<file path="config.mk">
export PLATFORM = sky130hd
export DESIGN_NAME = chan_pair_irq
export DESIGN_NICKNAME = d
export VERILOG_FILES = /design/src/rtl/chan_pair_irq_pkg.sv /design/src/rtl/chan_pair_irq_ctrl.sv /design/src/rtl/chan_pair_irq_dp.sv /design/src/rtl/chan_pair_irq.sv
export SDC_FILE = /design/constraint.sdc
export NUM_CORES = 1
export LEC_CHECK = 0
export ABC_CLOCK_PERIOD_IN_PS = 800
export BUFFER_PORTS_ARGS = -buffer_cell sky130_fd_sc_hd__buf_2
export CORE_ASPECT_RATIO = 1.75
export CORE_UTILIZATION = 46
export CTS_BUF_LIST = sky130_fd_sc_hd__clkbuf_8
export CTS_CLUSTER_DIAMETER = 30
export DETAILED_ROUTE_END_ITERATION = 16
export PLACE_DENSITY = 0.78
export SLEW_MARGIN = 20
export SYNTH_ARGS = -nofsm -noshare
export SYNTH_HDL_FRONTEND = slang
export SYNTH_SLANG_ARGS = --single-unit
</file>
<file path="constraint.sdc">
create_clock -name clk -period 0.8 [get_ports clk]
set_input_delay 0.16 -clock clk [delete_from_list [all_inputs] [get_ports clk]]
set_output_delay 0.16 -clock clk [all_outputs]
set_load 0.01 [all_outputs]
</file>
<file path="src/rtl/chan_pair_irq_pkg.sv">
package chan_pair_irq_pkg;
  localparam int NUM_CH  = 2;
  localparam int SLOT_W  = 4;
  localparam int STAT_W  = NUM_CH * SLOT_W;
  localparam int OFS_TX  = 0;
  localparam int OFS_RX  = 1;
  localparam int OFS_BRK = 2;
  localparam int OFS_AUX = 3;

  typedef enum logic {
    SEL_STATUS = 1'b0,
    SEL_MASK   = 1'b1
  } regSel_e;

  typedef struct packed {
    logic rdStatus;
    logic rdMask;
    logic wrMask;
    logic clrSticky;
    logic mpiEdge;
  } irqStb_t;
endpackage

</file>
<file path="src/rtl/chan_pair_irq_ctrl.sv">
module chan_pair_irq_ctrl
  import chan_pair_irq_pkg::*;
#(
  parameter int SYNC_STAGES = 2
) (
  input  logic    clk,
  input  logic    rstN,
  input  logic    rdEn,
  input  logic    wrEn,
  input  logic    regSel,
  input  logic    clrStb,
  input  logic    mpiPin,
  output irqStb_t stb
);
  localparam int TOP = SYNC_STAGES - 1;

  logic [SYNC_STAGES-1:0] syncQ;
  logic                   lastQ;

  // Synchroniser chain followed by one history flop for edge compare
  always_ff @(posedge clk) begin
    if (!rstN) begin
      syncQ <= '0;
      lastQ <= 1'b0;
    end else begin
      syncQ <= {syncQ[SYNC_STAGES-2:0], mpiPin};
      lastQ <= syncQ[TOP];
    end
  end

  always_comb begin
    stb.rdStatus  = rdEn & (regSel == SEL_STATUS);
    stb.rdMask    = rdEn & (regSel == SEL_MASK);
    stb.wrMask    = wrEn & (regSel == SEL_MASK);
    stb.clrSticky = clrStb;
    stb.mpiEdge   = syncQ[TOP] ^ lastQ;
  end

  // a pin held steady through the whole chain produces no edge
  a_r10_steady_no_edge: assert property (@(posedge clk) disable iff (!rstN)
    ($stable(mpiPin) && $stable(syncQ) && $stable(lastQ) && (syncQ[TOP] == lastQ))
      |=> !stb.mpiEdge)
    else $error("a_r10_steady_no_edge");
endmodule

</file>
<file path="src/rtl/chan_pair_irq_dp.sv">
module chan_pair_irq_dp
  import chan_pair_irq_pkg::*;
(
  input  logic              clk,
  input  logic              rstN,
  input  logic [NUM_CH-1:0] txRdyIn,
  input  logic [NUM_CH-1:0] rxRdyIn,
  input  logic [NUM_CH-1:0] brkChgIn,
  input  logic              ctrTermIn,
  input  irqStb_t           stb,
  input  logic [STAT_W-1:0] wrData,
  input  logic              pinRouteEn,
  output logic [STAT_W-1:0] rdData,
  output logic              intN,
  output logic [NUM_CH-1:0] mppTxOut,
  output logic [NUM_CH-1:0] mppRxOut,
  output logic              mppOutEn
);
  logic [STAT_W-1:0] statusQ;
  logic [STAT_W-1:0] statusD;
  logic [STAT_W-1:0] maskQ;
  logic [STAT_W-1:0] rdDataQ;
  logic [NUM_CH-1:0] auxEvt;
  logic              stickyClr;

  // Slot 3 of channel A carries the counter, slot 3 of channel B the pin change
  assign auxEvt    = {stb.mpiEdge, ctrTermIn};
  assign stickyClr = stb.rdStatus | stb.clrSticky;

  for (genvar ch = 0; ch < NUM_CH; ch++) begin : g_slot
    localparam int BASE = ch * SLOT_W;

    assign statusD[BASE+OFS_TX]  = txRdyIn[ch];
    assign statusD[BASE+OFS_RX]  = rxRdyIn[ch];
    assign statusD[BASE+OFS_BRK] = brkChgIn[ch] | (statusQ[BASE+OFS_BRK] & ~stickyClr);
    assign statusD[BASE+OFS_AUX] = auxEvt[ch]   | (statusQ[BASE+OFS_AUX] & ~stickyClr);

    assign mppTxOut[ch] = pinRouteEn & statusQ[BASE+OFS_TX];
    assign mppRxOut[ch] = pinRouteEn & statusQ[BASE+OFS_RX];

    // ready bits track their level input one edge later
    a_r2_level_follow: assert property (@(posedge clk) disable iff (!rstN)
      1'b1 |=> (statusQ[BASE+OFS_TX] == $past(txRdyIn[ch]))
            && (statusQ[BASE+OFS_RX] == $past(rxRdyIn[ch])))
      else $error("a_r2_level_follow");

    // an event pulse always lands in its bit
    a_r3_event_sets: assert property (@(posedge clk) disable iff (!rstN)
      brkChgIn[ch] |=> statusQ[BASE+OFS_BRK])
      else $error("a_r3_event_sets");

    // a sticky bit survives when nothing clears it
    a_r3_sticky_hold: assert property (@(posedge clk) disable iff (!rstN)
      (statusQ[BASE+OFS_BRK] && !stb.rdStatus && !stb.clrSticky) |=> statusQ[BASE+OFS_BRK])
      else $error("a_r3_sticky_hold");

    // a read with no colliding event empties the sticky bit
    a_r4_read_clears: assert property (@(posedge clk) disable iff (!rstN)
      (stb.rdStatus && !brkChgIn[ch]) |=> !statusQ[BASE+OFS_BRK])
      else $error("a_r4_read_clears");
  end

  always_ff @(posedge clk) begin
    if (!rstN) begin
      statusQ <= '0;
      maskQ   <= '0;
      rdDataQ <= '0;
    end else begin
      statusQ <= statusD;
      if (stb.wrMask) begin
        maskQ <= wrData;
      end
      if (stb.rdStatus) begin
        rdDataQ <= statusQ;
      end else if (stb.rdMask) begin
        rdDataQ <= maskQ;
      end
    end
  end

  assign rdData   = rdDataQ;
  assign intN     = ~|(statusQ & maskQ);
  assign mppOutEn = pinRouteEn;

  // read data is the status seen before the read edge
  a_r4_read_returns: assert property (@(posedge clk) disable iff (!rstN)
    stb.rdStatus |=> (rdData == $past(statusQ)))
    else $error("a_r4_read_returns");

  // a mask write lands unchanged
  a_r6_mask_write: assert property (@(posedge clk) disable iff (!rstN)
    stb.wrMask |=> (maskQ == $past(wrData)))
    else $error("a_r6_mask_write");
endmodule

</file>
<file path="src/rtl/chan_pair_irq.sv">
module chan_pair_irq
  import chan_pair_irq_pkg::*;
#(
  parameter int SYNC_STAGES = 2
) (
  input  logic              clk,
  input  logic              rstN,
  input  logic [NUM_CH-1:0] txRdyIn,
  input  logic [NUM_CH-1:0] rxRdyIn,
  input  logic [NUM_CH-1:0] brkChgIn,
  input  logic              ctrTermIn,
  input  logic              mpiPin,
  input  logic              regSel,
  input  logic              rdEn,
  input  logic              wrEn,
  input  logic [STAT_W-1:0] wrData,
  input  logic              clrStb,
  input  logic              pinRouteEn,
  output logic [STAT_W-1:0] rdData,
  output logic              intN,
  output logic [NUM_CH-1:0] mppTxOut,
  output logic [NUM_CH-1:0] mppRxOut,
  output logic              mppOutEn
);
  irqStb_t stb;

  chan_pair_irq_ctrl #(
    .SYNC_STAGES(SYNC_STAGES)
  ) ctrl_i (
    .clk    (clk),
    .rstN   (rstN),
    .rdEn   (rdEn),
    .wrEn   (wrEn),
    .regSel (regSel),
    .clrStb (clrStb),
    .mpiPin (mpiPin),
    .stb    (stb)
  );

  chan_pair_irq_dp dp_i (
    .clk        (clk),
    .rstN       (rstN),
    .txRdyIn    (txRdyIn),
    .rxRdyIn    (rxRdyIn),
    .brkChgIn   (brkChgIn),
    .ctrTermIn  (ctrTermIn),
    .stb        (stb),
    .wrData     (wrData),
    .pinRouteEn (pinRouteEn),
    .rdData     (rdData),
    .intN       (intN),
    .mppTxOut   (mppTxOut),
    .mppRxOut   (mppRxOut),
    .mppOutEn   (mppOutEn)
  );

  // clearing the mask silences the interrupt on the next edge
  a_r7_zero_mask_quiet: assert property (@(posedge clk) disable iff (!rstN)
    (wrEn && regSel && (wrData == '0)) |=> intN)
    else $error("a_r7_zero_mask_quiet");

  // with routing off the pin outputs stay idle
  a_r9_route_off: assert property (@(posedge clk) disable iff (!rstN)
    !pinRouteEn |-> (mppOutEn == 1'b0) && (mppTxOut == '0) && (mppRxOut == '0))
    else $error("a_r9_route_off");
endmodule

</file>
==> impl_results.md, run 1 <==
* Detailed Place HPWL at 2070 um
* Initial Utilization at just under 50%
* Cells after Synth at between 100 and 150
* Failing checks: negative setup slack
* Count leader, synth: dfxtp_1
* Max Root-Sink Buffers at 2
* CTS H-tree depth at 1
* RD Place Congestion at 0.755
* First DRT Iteration DRCs at 18
* Power, Total at 2.78 mW
* CP Data Arrival Time at 1130 ps
* Library cells used by synthesis at 21
* Largest net degree at the start of global routing at 17
* CP max stage delay at 330 ps
* Io pins at 37
* Row cnt at 23
* Share of cells above drive strength 1 at 64.3%
* FMAX at 0.774 GHz
* Vias/cell at about 5.4
* CTS Buf Count at 3
* Worst setup SP type: register
* N_diodes at 0
* Worst relative slew slack at 69.3%
* RSZ-0062 raised after global routing: true
* Yosys warning count at 0
* Die ar. at 2700 um2
* Drt drc at 0
* Syn_nets at around 140
* Commonest cells post-synth: dfxtp_1 (27), a21oi_1 (12), and2_1 (11)
* Worst path required time at 640 ps
* Final Critical Period at ~1300 ps
* Vias at 1046
* CTS tree: done
* Post-synthesis register bit count at 27
* Number of global-route vias before repair at roughly 1000
* Clk_lat worst skew at 270 ps
* Routed WL at between 3000 and 4000 um
* Congestion Overflow GR at 0
* Slack of the critical path at -492 ps
* Routed Antenna Nets at 0
* Die Wd at 39.7 um
* Slowest stage cell, crit path: dfxtp_2
* Initial antenna violation count at 0
* Die Y at 68.0 um
* PD cells at 1600 nW/um2
* Pre-antenna DRT Iters at 4
* Asr flop ratio synth at 0%
* Fin crit share at 161%
* Final setup fails at 22
* Max VDD drop at 1.42 mV
* Gr usage total at between 20% and 30%
* Storage cell area at ~570 um2
* TNS Setup at -2670 ps
* # fillers at 148
* Crit Path Category: reg -> out
* CTS Sinks at 27
* Routed len/inst at 15.6 um
* Post-synth EDFFs at 0
* Synth area leaders: dfxtp_1 (47%), mux2i_1 (7.0%), and2_1 (6.0%), a21oi_1 (5.2%), buf_6 (3.9%)
* Synth top area share at 47.2%
* Area leader, netlist: dfxtp_1
* Core area at ~2300 um2
* Multi-input logic area at about 600 um2
* Leakage at 0.756 nW
* Final hold vios at 0
* Critical path capture point type: output pin
* Area of the mapped netlist at 1140 um2
* Fin Clk Skew at 6.60 ps
* Top FF cell, synth: dfxtp_1
* Worst-Margin Slew at between 400 and 500 ps
* # port buffers at 36
* Status: complete, but fails checks
* Clock transition at the registers of the reported paths at 90 ps
* Fin. max-slew vios at 0
* Hold Crit Class: in -> reg
* Mean post-synth cell area at ~10 um2
* Fin Hold WS at between 80 and 90 ps
* Synth-to-layout area growth at 52.3%
* Nets at 192
* Crit Path Max Fanout at 2
* First-pass GRT wire length at 4490 um
* Root Buffer: clkbuf_8
* CP Cell Sequence: a22oi_2 > and4_1 > buf_2
* Sequential fraction of the synthesis area at 47.2%
* Number of max-cap violations at 0
## cell families (layout without fill, tap and decap cells)
logic type / after synthesis / count (layout) / share of synthesized area, %
xor gates and xnor gates: 1 / 1 / 0.765
DFF: 27 / 27 / 47.2
muxes: 8 / 8 / 6.99
buffers and inverters: 10 / 64 / 7.76
AOI/OAI and AO/OA: 40 / 40 / 24.2
and+or+nand+nor: 28 / 28 / 13.1
## worst max-delay path, delay by kind of cell, from the launching register on
kind                   cells  cell delay, ps
buffers and inverters      1             130
AO/OA/AOI/OAI              1             180
AND/OR/NAND/NOR            1             210
flip-flops                 1             330
## cell usage in the layout, fill, tap and decap left out
master,count
and4_1,1
dfxtp_2,24
nand3_1,8
a21oi_1,8
xnor2_1,1
and2_4,3
a22oi_1,1
o31ai_4,1
o31ai_1,1
nand2_1,6
buf_12,2
a21bo_4,3
dfxtp_1,3
o31ai_2,1
nor2b_1,1
a21oi_2,8
mux2i_1,7
mux2i_2,1
buf_6,23
a21bo_1,4
buf_2,25
and2_1,8
a21bo_2,1
clkbuf_8,3
o32ai_1,1
a22oi_2,3
inv_1,2
buf_4,9
o21ai_0,8
nand2_4,1
## sequential cells by signal, summed over array words and instances, names as in the netlist
register,count
ctrl_i.lastQ,1
dp_i.maskQ,8
dp_i.statusQ,8
ctrl_i.syncQ,2
dp_i.rdData,8
## routing by layer
| metal | up-vias | part of all wire, % | GRT usage (%) | wire [um] |
|---|---|---|---|---|
| li1 | 509 | - | - | - |
| met1 | 493 | 39 | 26.8 | 1170 |
| met2 | 35 | 55 | 43.2 | 1650 |
| met3 | 9 | 4.5 | 5.19 | 136 |
| met4 | 0 | 2.2 | 11.6 | 65 |
| met5 | - | 0 | 0 | 0 |
## metrics by stage
step	setup WS, ps	util [%]	instances	instance area (um2)
2_1_floorplan	-57.7	-	114	1140
3_3_place_gp	-159	62.7	188	1460
6_report	-492	74.8	193	1740
3_5_place_dp	-189	62.7	188	1460
5_1_grt	-531	74.8	193	1740
4_1_cts	-468	71.9	192	1680
## report_power, final
part	internal, mW	leakage (nW)	switching (mW)
clock network	0.344	0.0269	0.403
registers	1.43	0.231	0.0589
logic	0.311	0.498	0.236
## path summary, 6_finish.rpt
kind / startpoint / to / slack (ps) / cells past startpoint
max reg2reg: dp_i.maskQ[4]$_SDFFE_PN0P_ / dp_i.maskQ[4]$_SDFFE_PN0P_ / -70 / 3
min reg2reg: ctrl_i.syncQ[0]$_SDFF_PN0_ / ctrl_i.syncQ[1]$_SDFF_PN0_ / 450 / 1
min: txRdyIn[1] / dp_i.statusQ[4]$_SDFF_PN0_ / 90 / 2
max: dp_i.maskQ[4]$_SDFFE_PN0P_ / intN / -490 / 3
## final cells by class
class                           instances  area share [%]
Inverter                                1           0.215
Clock inverter                          1           0.215
Timing Repair Buffer                   59            28.2
Clock buffer                            3            2.37
Sequential cell                        27            32.7
Tap cell                               25            1.79
Multi-Input combinational cell         77            34.5
## repair_timing
action,4_1_cts,5_1_grt
hold endpoints to repair,0,0
pin swaps,8,8
buffers inserted,0,3
endpoints found under the setup margin,22,32
hold buffers,0,0
gates resized for setup,49,18
Note: power is estimated with default switching activity, not from simulation.
==> inputs of run 2 (changes only) <==
Settings changed: CORE_MARGIN set to 4, RECOVER_POWER set to 50, SYNTH_HIERARCHICAL set to 1.
==> run 2 against run 1 <==
  * The run still ends with negative setup slack left
  * Clock-buffer cell count stayed put
  * Largest power group unchanged
  * Hold slack worse by 1.8 ps
  * First-iteration DRC count did not move
  * Critical path type unchanged
  * Largest cell class unchanged
==> impl_results.md, run 2 <==
* CTS Sinks at 27 (unchanged)
* Die Wd at 46.0 um (+16%)
* Hold Buf Count CTS at 0 (unchanged)
* Largest net degree at the start of global routing at 28 (+11)
* Final hold vios at 0 (unchanged)
* Final setup fails at 22 (unchanged)
* Area of the mapped netlist at 1160 um2 (+1.7%)
* Internal at 2.08 mW (-0.33%)
* Post-synthesis register bit count at 27 (unchanged)
* Max Root-Sink Buffers at 2 (unchanged)
* Initial antenna violation count at 0 (unchanged)
* CP max stage delay at 340 ps (about the same)
* Critical path capture point type: output pin
* Congestion Overflow GR at 0 (unchanged)
* Non-Filler Instances at 171 (-11%)
* R2R Path End: dp_i/rdData[3]$_SDFFE_PN0P_
* Slowest stage cell, crit path: dfxtp_2
* Dpl ws at -600 ps (-412 ps)
* Number of global-route vias before repair at 945 (-5.7%)
* Area leader, netlist: dfxtp_1
* Worst setup SP type: register
* Detailed Place HPWL at 1800 um (-13%)
* Commonest non-fill, non-tap cells in the layout: buf_2 (23), dfxtp_2 (22), buf_6 (16)
* Crit Path Category: reg -> out
* RD Place Congestion at 0.734 (-2.8%)
* CP Data Arrival Time at 1120 ps (about the same)
* Slack of the critical path at -477 ps (+15.3 ps)
* CTS H-tree depth at 1 (unchanged)
* Fin crit share at 160% (-1.9 points)
* Synth-to-layout area growth at 39.1%
* Hold Crit Class: in -> reg
* Io pins at 37 (unchanged)
* Clk pwr share at 28.2% (+1.4 points)
* Sequential power share at 54.6% (+1.1 points)
* Worst-Margin Slew at 433 ps (-27.1 ps)
* Clk_lat worst skew at 270 ps (about the same)
* Core area at 2360 um2 (+1.2%)
* Cells on worst reg2reg path at 3 (unchanged)
* RSZ-0062 raised after global routing: true
* Vias at 906 (-13%)
* Combinational share of power at 17.2% (-2.4 points)
* Synth area leaders: dfxtp_1 (46%), mux2_4 (10%), and2_1 (7.0%), mux2i_1 (6.9%), o211a_1 (6.9%)
* PD cells at 1690 nW/um2 (+5.7%)
* Syn_nets at 126 (-8.0%)
* CTS Buf Count at 3 (unchanged)
* Die ar. at 3430 um2 (+27%)
* Library cells used by synthesis at 16 (-24%)
* First-pass GRT wire length at 4220 um (-5.9%)
* Gr usage total at 16.8% (-7.9 points)
* Pre-antenna DRT Iters at 4 (unchanged)
* Fin. max-slew vios at 0 (unchanged)
* R2r setup slk at -200 ps (-130 ps)
* Max VDD drop at 1.34 mV (-5.5%)
* # port buffers at 36 (unchanged)
* Yosys warning count at 6 (+6)
* Post-synth EDFFs at 0 (unchanged)
* Top FF cell, synth: dfxtp_1
* # fillers at 173 (+17%)
* Asr flop ratio synth at 0% (unchanged)
* Clock transition at the registers of the reported paths at 90 ps (about the same)
* Commonest cells post-synth: dfxtp_1 (27), and2_1 (13), nor2b_1 (9)
* CTS tree: done
* Row cnt at 23 (unchanged)
* Hold endpoint: ctrl_i/syncQ[0]$_SDFF_PN0_
* Mean post-synth cell area at 11.3 um2 (+13%)
* Start of the worst register-to-register path: dp_i/maskQ[3]$_SDFFE_PN0P_
* Leakage at 0.770 nW (+1.9%)
* Hold path depth at 2 (unchanged)
* Cells after Synth at 103 (-9.6%)
* Synth top area share at 46.4% (-0.81 points)
* Fin Clk Skew at 4.60 ps (-2.00 ps)
* Fin Hold WS at 83.7 ps (-1.80 ps)
* Drt drc at 0 (unchanged)
* Post-Layout Inst Area at 1620 um2 (-7.1%)
* CP top delay family: flip-flops
* Commonest non-fill, non-tap cell in the layout: buf_2
* Worst path required time at 640 ps (about the same)
* Final Critical Period at 1280 ps (-15.3 ps)
* Power, Total at 2.73 mW (-1.8%)
* Sequential fraction of the synthesis area at 46.4% (-0.81 points)
* Routed WL at 2590 um (-14%)
* Count leader, synth: dfxtp_1
* Crit Path Max Fanout at 3 (+1)
* Routed len/inst at 15.1 um (-3.2%)
* Routed Antenna Nets at 0 (unchanged)
* CP Cell Sequence: a22oi_2 > and4_1 > buf_2
* Share of cells above drive strength 1 at 61.0% (-3.3 points)
* Sw Share at 23.9% (-1.1 points)
* Worst Min Path Start: mpiPin
* Root Buffer: clkbuf_8
* Sw power at 0.654 mW (-6.2%)
* Die Y at 74.6 um (+9.7%)
* Buffers plus inverters on the worst setup path at 1 (unchanged)
* Dpl cells at 165 (-12%)
* N_diodes at 0 (unchanged)
* Nets at 170 (-11%)
* Initial Utilization at 49.4% (+0.25 points)
* Post-DP Area at 1410 um2 (-3.7%)
* First DRT Iteration DRCs at 18 (unchanged)
* Number of max-cap violations at 0 (unchanged)
* Worst relative slew slack at 71.2% (+1.8 points)
* Vias/cell at 5.30 (-2.2%)
* Status: complete, but fails checks
* FMAX at 0.783 GHz (+1.2%)
* Failing checks: negative setup slack
## run 2: cells by family (layout without fill, tap and decap cells)
group	count (synthesis)	in the layout	share of synthesized area [%]
muxes	16	16	17.2
DFF	27	27	46.4
and+or+nand+nor	35	35	19.4
buffers and inverters	8	51	4.19
AOI/OAI and AO/OA	16	16	12.0
xor gates and xnor gates	1	1	0.752
## run 2: power by group through the flow
stage	Clock [mW]	Combinational (mW)	Sequential, mW
after floorplan	0	0.234	1.50
after global placement	0	0.384	1.49
after detailed placement	0	0.400	1.50
after CTS	0.796	0.453	1.49
after global routing	0.827	0.512	1.50
final	0.772	0.469	1.49
## run 2: area by class of cell
cell class                 instances  area (um2)  share of cell area, %
multi-input combinational         68         611                   37.7
clock inverter                     1        7.51                  0.463
timing repair buffer              47         362                   22.3
tap                               25        31.3                   1.93
clock buffer                       3        41.3                   2.55
sequential                        27         568                   35.1
## run 2: through the flow
stage	setup TNS, ps	utilization (%)
3_3_place_gp	-5970	59.7
2_1_floorplan	-1930	-
5_1_grt	-3920	68.7
3_5_place_dp	-6560	59.7
6_report	-3330	68.7
4_1_cts	-3390	66.4
## run 2: how the worst max path moves through the flow
stage,startpoint,to,depth (start not counted)
after floorplan,rdEn,dp_i/rdData[0]$_SDFFE_PN0P_,4
after global placement,regSel,dp_i/rdData[7]$_SDFFE_PN0P_,4
after detailed placement,regSel,dp_i/rdData[1]$_SDFFE_PN0P_,4
after CTS,dp_i/statusQ[2]$_SDFF_PN0_,intN,3
after global routing,dp_i/statusQ[2]$_SDFF_PN0_,intN,3
final,dp_i/statusQ[1]$_SDFF_PN0_,intN,3
## run 2: per-layer routing
| layer | wire length (um) | GRT usage, % | vias up |
|---|---|---|---|
| met5 | 0 | 0 | - |
| met4 | 20 | 6.65 | 0 |
| met3 | 108 | 3.39 | 2 |
| met2 | 1470 | 29.4 | 19 |
| met1 | 990 | 19.2 | 445 |
| li1 | - | - | 440 |
## run 2: what timing repair did
item | 4_1_cts | 5_1_grt
setup buffers | 1 | 1
endpoints found under the setup margin | 21 | 23
gates resized for setup | 34 | 14
pin swaps | 2 | 2
==> inputs of run 3 (changes only) <==
Settings changed: ABC_CLOCK_PERIOD_IN_PS 800 to 1100.
Clock period 0.8 ns to 1.1 ns, I/O delays scaled along.
==> run 3 against run 2 <==
  * The flow still finishes with violations (negative setup slack)
  * Core utilization is 7.4 points lower
  * Clock power is 29% lower
  * Critical path depth stayed put
  * Critical path type unchanged
  * Highest routed layer unchanged
==> impl_results.md, run 3 (synthesis gave the netlist of run 2 again) <==
* Non-Filler Instances at 165 (-3.5%)
* Drt drc at 0 (unchanged)
* CTS Sinks at 27 (unchanged)
* Core area at 2360 um2 (unchanged)
* Dpl ws at -372 ps (+228 ps)
* Largest net degree at the start of global routing at 28 (unchanged)
* Final Critical Period at 1300 ps
* Row cnt at 23 (unchanged)
* Routed Antenna Nets at 0 (unchanged)
* Io pins at 37 (unchanged)
* Initial Utilization at 49.4% (unchanged)
* Power, Total at 1.89 mW (-31%)
* Die ar. at 3430 um2 (unchanged)
* Max VDD drop at 0.992 mV (-26%)
* Routed WL at 2460 um (-5.0%)
* Number of global-route vias before repair at 885 (-6.3%)
* Congestion Overflow GR at 0 (unchanged)
* CP Data Arrival Time at 1080 ps (-40 ps)
* Hold endpoint: ctrl_i/syncQ[0]$_SDFF_PN0_
* Final hold vios at 0 (unchanged)
* Slack of the critical path at -204 ps (+273 ps)
* Worst Min Path Start: mpiPin
* N_diodes at 0 (unchanged)
* Die Wd at 46.0 um (unchanged)
* Met1 GRT Util at 16.8% (-2.4 points)
* Detailed Place HPWL at 1810 um (+0.96%)
* Met3 Resource Use GR at 3.39% (unchanged)
* Routed len/inst at 14.9 um (-1.5%)
* Worst relative slew slack at 68.5% (-2.6 points)
* Max Root-Sink Buffers at 2 (unchanged)
* Share of cells above drive strength 1 at 45.7% (-15 points)
* Commonest non-fill, non-tap cells in the layout: buf_2 (32), dfxtp_1 (19), nor2b_1 (9)
* Crit Path Max Fanout at 2 (-1)
* Hold Buf Count CTS at 0 (unchanged)
* Die Y at 74.6 um (unchanged)
* R2r setup slk at 90 ps (+290 ps)
* Hold Crit Class: in -> reg
* Worst path required time at 880 ps (+240 ps)
* FMAX at between 0.7 and 0.8 GHz
* Gr usage total at 15.2% (-1.6 points)
* Hold path depth at 2 (unchanged)
* Fin Hold WS at 147 ps (+63.8 ps)
* PD cells at 1310 nW/um2 (-22%)
* Synth-to-layout area growth at 24.1%
* Cells on worst reg2reg path at 3 (unchanged)
* Clock transition at the registers of the reported paths at 90 ps (about the same)
* Vias at 865 (-4.5%)
* Nets at 164 (-3.5%)
* First-pass GRT wire length at 3860 um (-8.6%)
* CTS tree: done
* First DRT Iteration DRCs at 4 (-14)
* Root Buffer: clkbuf_8
* CTS H-tree depth at 1 (unchanged)
* Initial antenna violation count at 0 (unchanged)
* Crit Path Category: reg -> out
* Fin crit share at 119%
* RSZ-0062 raised after global routing: true
* CTS Buf Count at 3 (unchanged)
* Failing checks: negative setup slack
* Fin. max-slew vios at 0 (unchanged)
* Critical path capture point type: output pin
* Fin Clk Skew at 0.926 ps (-3.67 ps)
* Status: complete, but fails checks
* Worst setup SP type: register
* Met2 Resource Use GR at 27.1% (-2.3 points)
* Pre-antenna DRT Iters at 2 (-2)
* Commonest non-fill, non-tap cell in the layout: buf_2
* Worst-Margin Slew at 472 ps (+39.6 ps)
* Number of max-cap violations at 0 (unchanged)
* Clk_lat worst skew at 270 ps (about the same)
* Layer with the highest usage: met2
* Final setup fails at 1 (-95%)
* Dpl cells at 161 (-2.4%)
* Leakage at 0.701 nW (-8.9%)
* # port buffers at 36 (unchanged)
* RD Place Congestion at 0.767 (+4.5%)
* R2R Path End: dp_i/rdData[3]$_SDFFE_PN0P_
* Vias/cell at 5.24 (-1.1%)
* Start of the worst register-to-register path: dp_i/maskQ[3]$_SDFFE_PN0P_
-- run 3: cell types whose count changed in the layout (fill, tap and decap cells not counted), moves of 2 or more --
cell | before | now
clkbuf_1 | 1 | 4
and2_4 | 4 | 2
buf_6 | 16 | 2
dfxtp_1 | 5 | 19
buf_2 | 23 | 32
dfxtp_2 | 22 | 8
buf_4 | 5 | 1
and2_0 | 3 | 5
-- run 3: repair_timing --
action	4_1_cts	5_1_grt
hold endpoints to repair	0	0
buffers inserted	0	0
pin swaps	3	0
gates resized for setup	9	8
endpoints found under the setup margin	12	5
-- run 3: metrics by stage --
| step | cell area [um2] | util, % | TNS [ps] |
|---|---|---|---|
| final | 1450 | 61.2 | -204 |
| after global routing | 1450 | 61.2 | -320 |
| after CTS | 1430 | 60.6 | -231 |
| after detailed placement | 1370 | 57.8 | -2900 |
| after global placement | 1370 | 57.8 | -2550 |
| after floorplan | 1160 | - | 0 |
-- run 3: area by class of cell --
class	count	area [um2]
Clock buffer	3	41.3
Tap cell	25	31.3
Timing Repair Buffer	41	215
Clock inverter	1	5.00
Fill cell	203	915
Sequential cell	27	551
Multi-Input combinational cell	68	602
-- run 3: report_power, final --
part / internal [mW] / switching, mW
Sequential: 1.04 / 0.0386
Combinational: 0.157 / 0.118
Clock: 0.253 / 0.292
-- run 3: worst max path at each step --
stage | depth (start not counted) | to | slack (ps) | start
final | 3 | intN | -200 | dp_i/maskQ[3]$_SDFFE_PN0P_
after global routing | 3 | intN | -280 | dp_i/statusQ[2]$_SDFF_PN0_
after CTS | 3 | intN | -230 | dp_i/maskQ[3]$_SDFFE_PN0P_
after detailed placement | 4 | dp_i/rdData[5]$_SDFFE_PN0P_ | -370 | regSel
after global placement | 4 | dp_i/rdData[7]$_SDFFE_PN0P_ | -330 | regSel
after floorplan | 4 | dp_i/rdData[0]$_SDFFE_PN0P_ | 6 | rdEn
-- run 3: metal layers --
layer | share of wire [%] | wire length, um
met1 | 39 | 962
met2 | 55 | 1360
met3 | 4.9 | 121
met4 | 0.81 | 20
met5 | 0 | 0
-- run 3: worst max-delay path, cell delays in order (launching register included) --
cell and delay [ps]:
dfxtp_2 340, a22oi_2 170, and4_1 190, buf_2 120
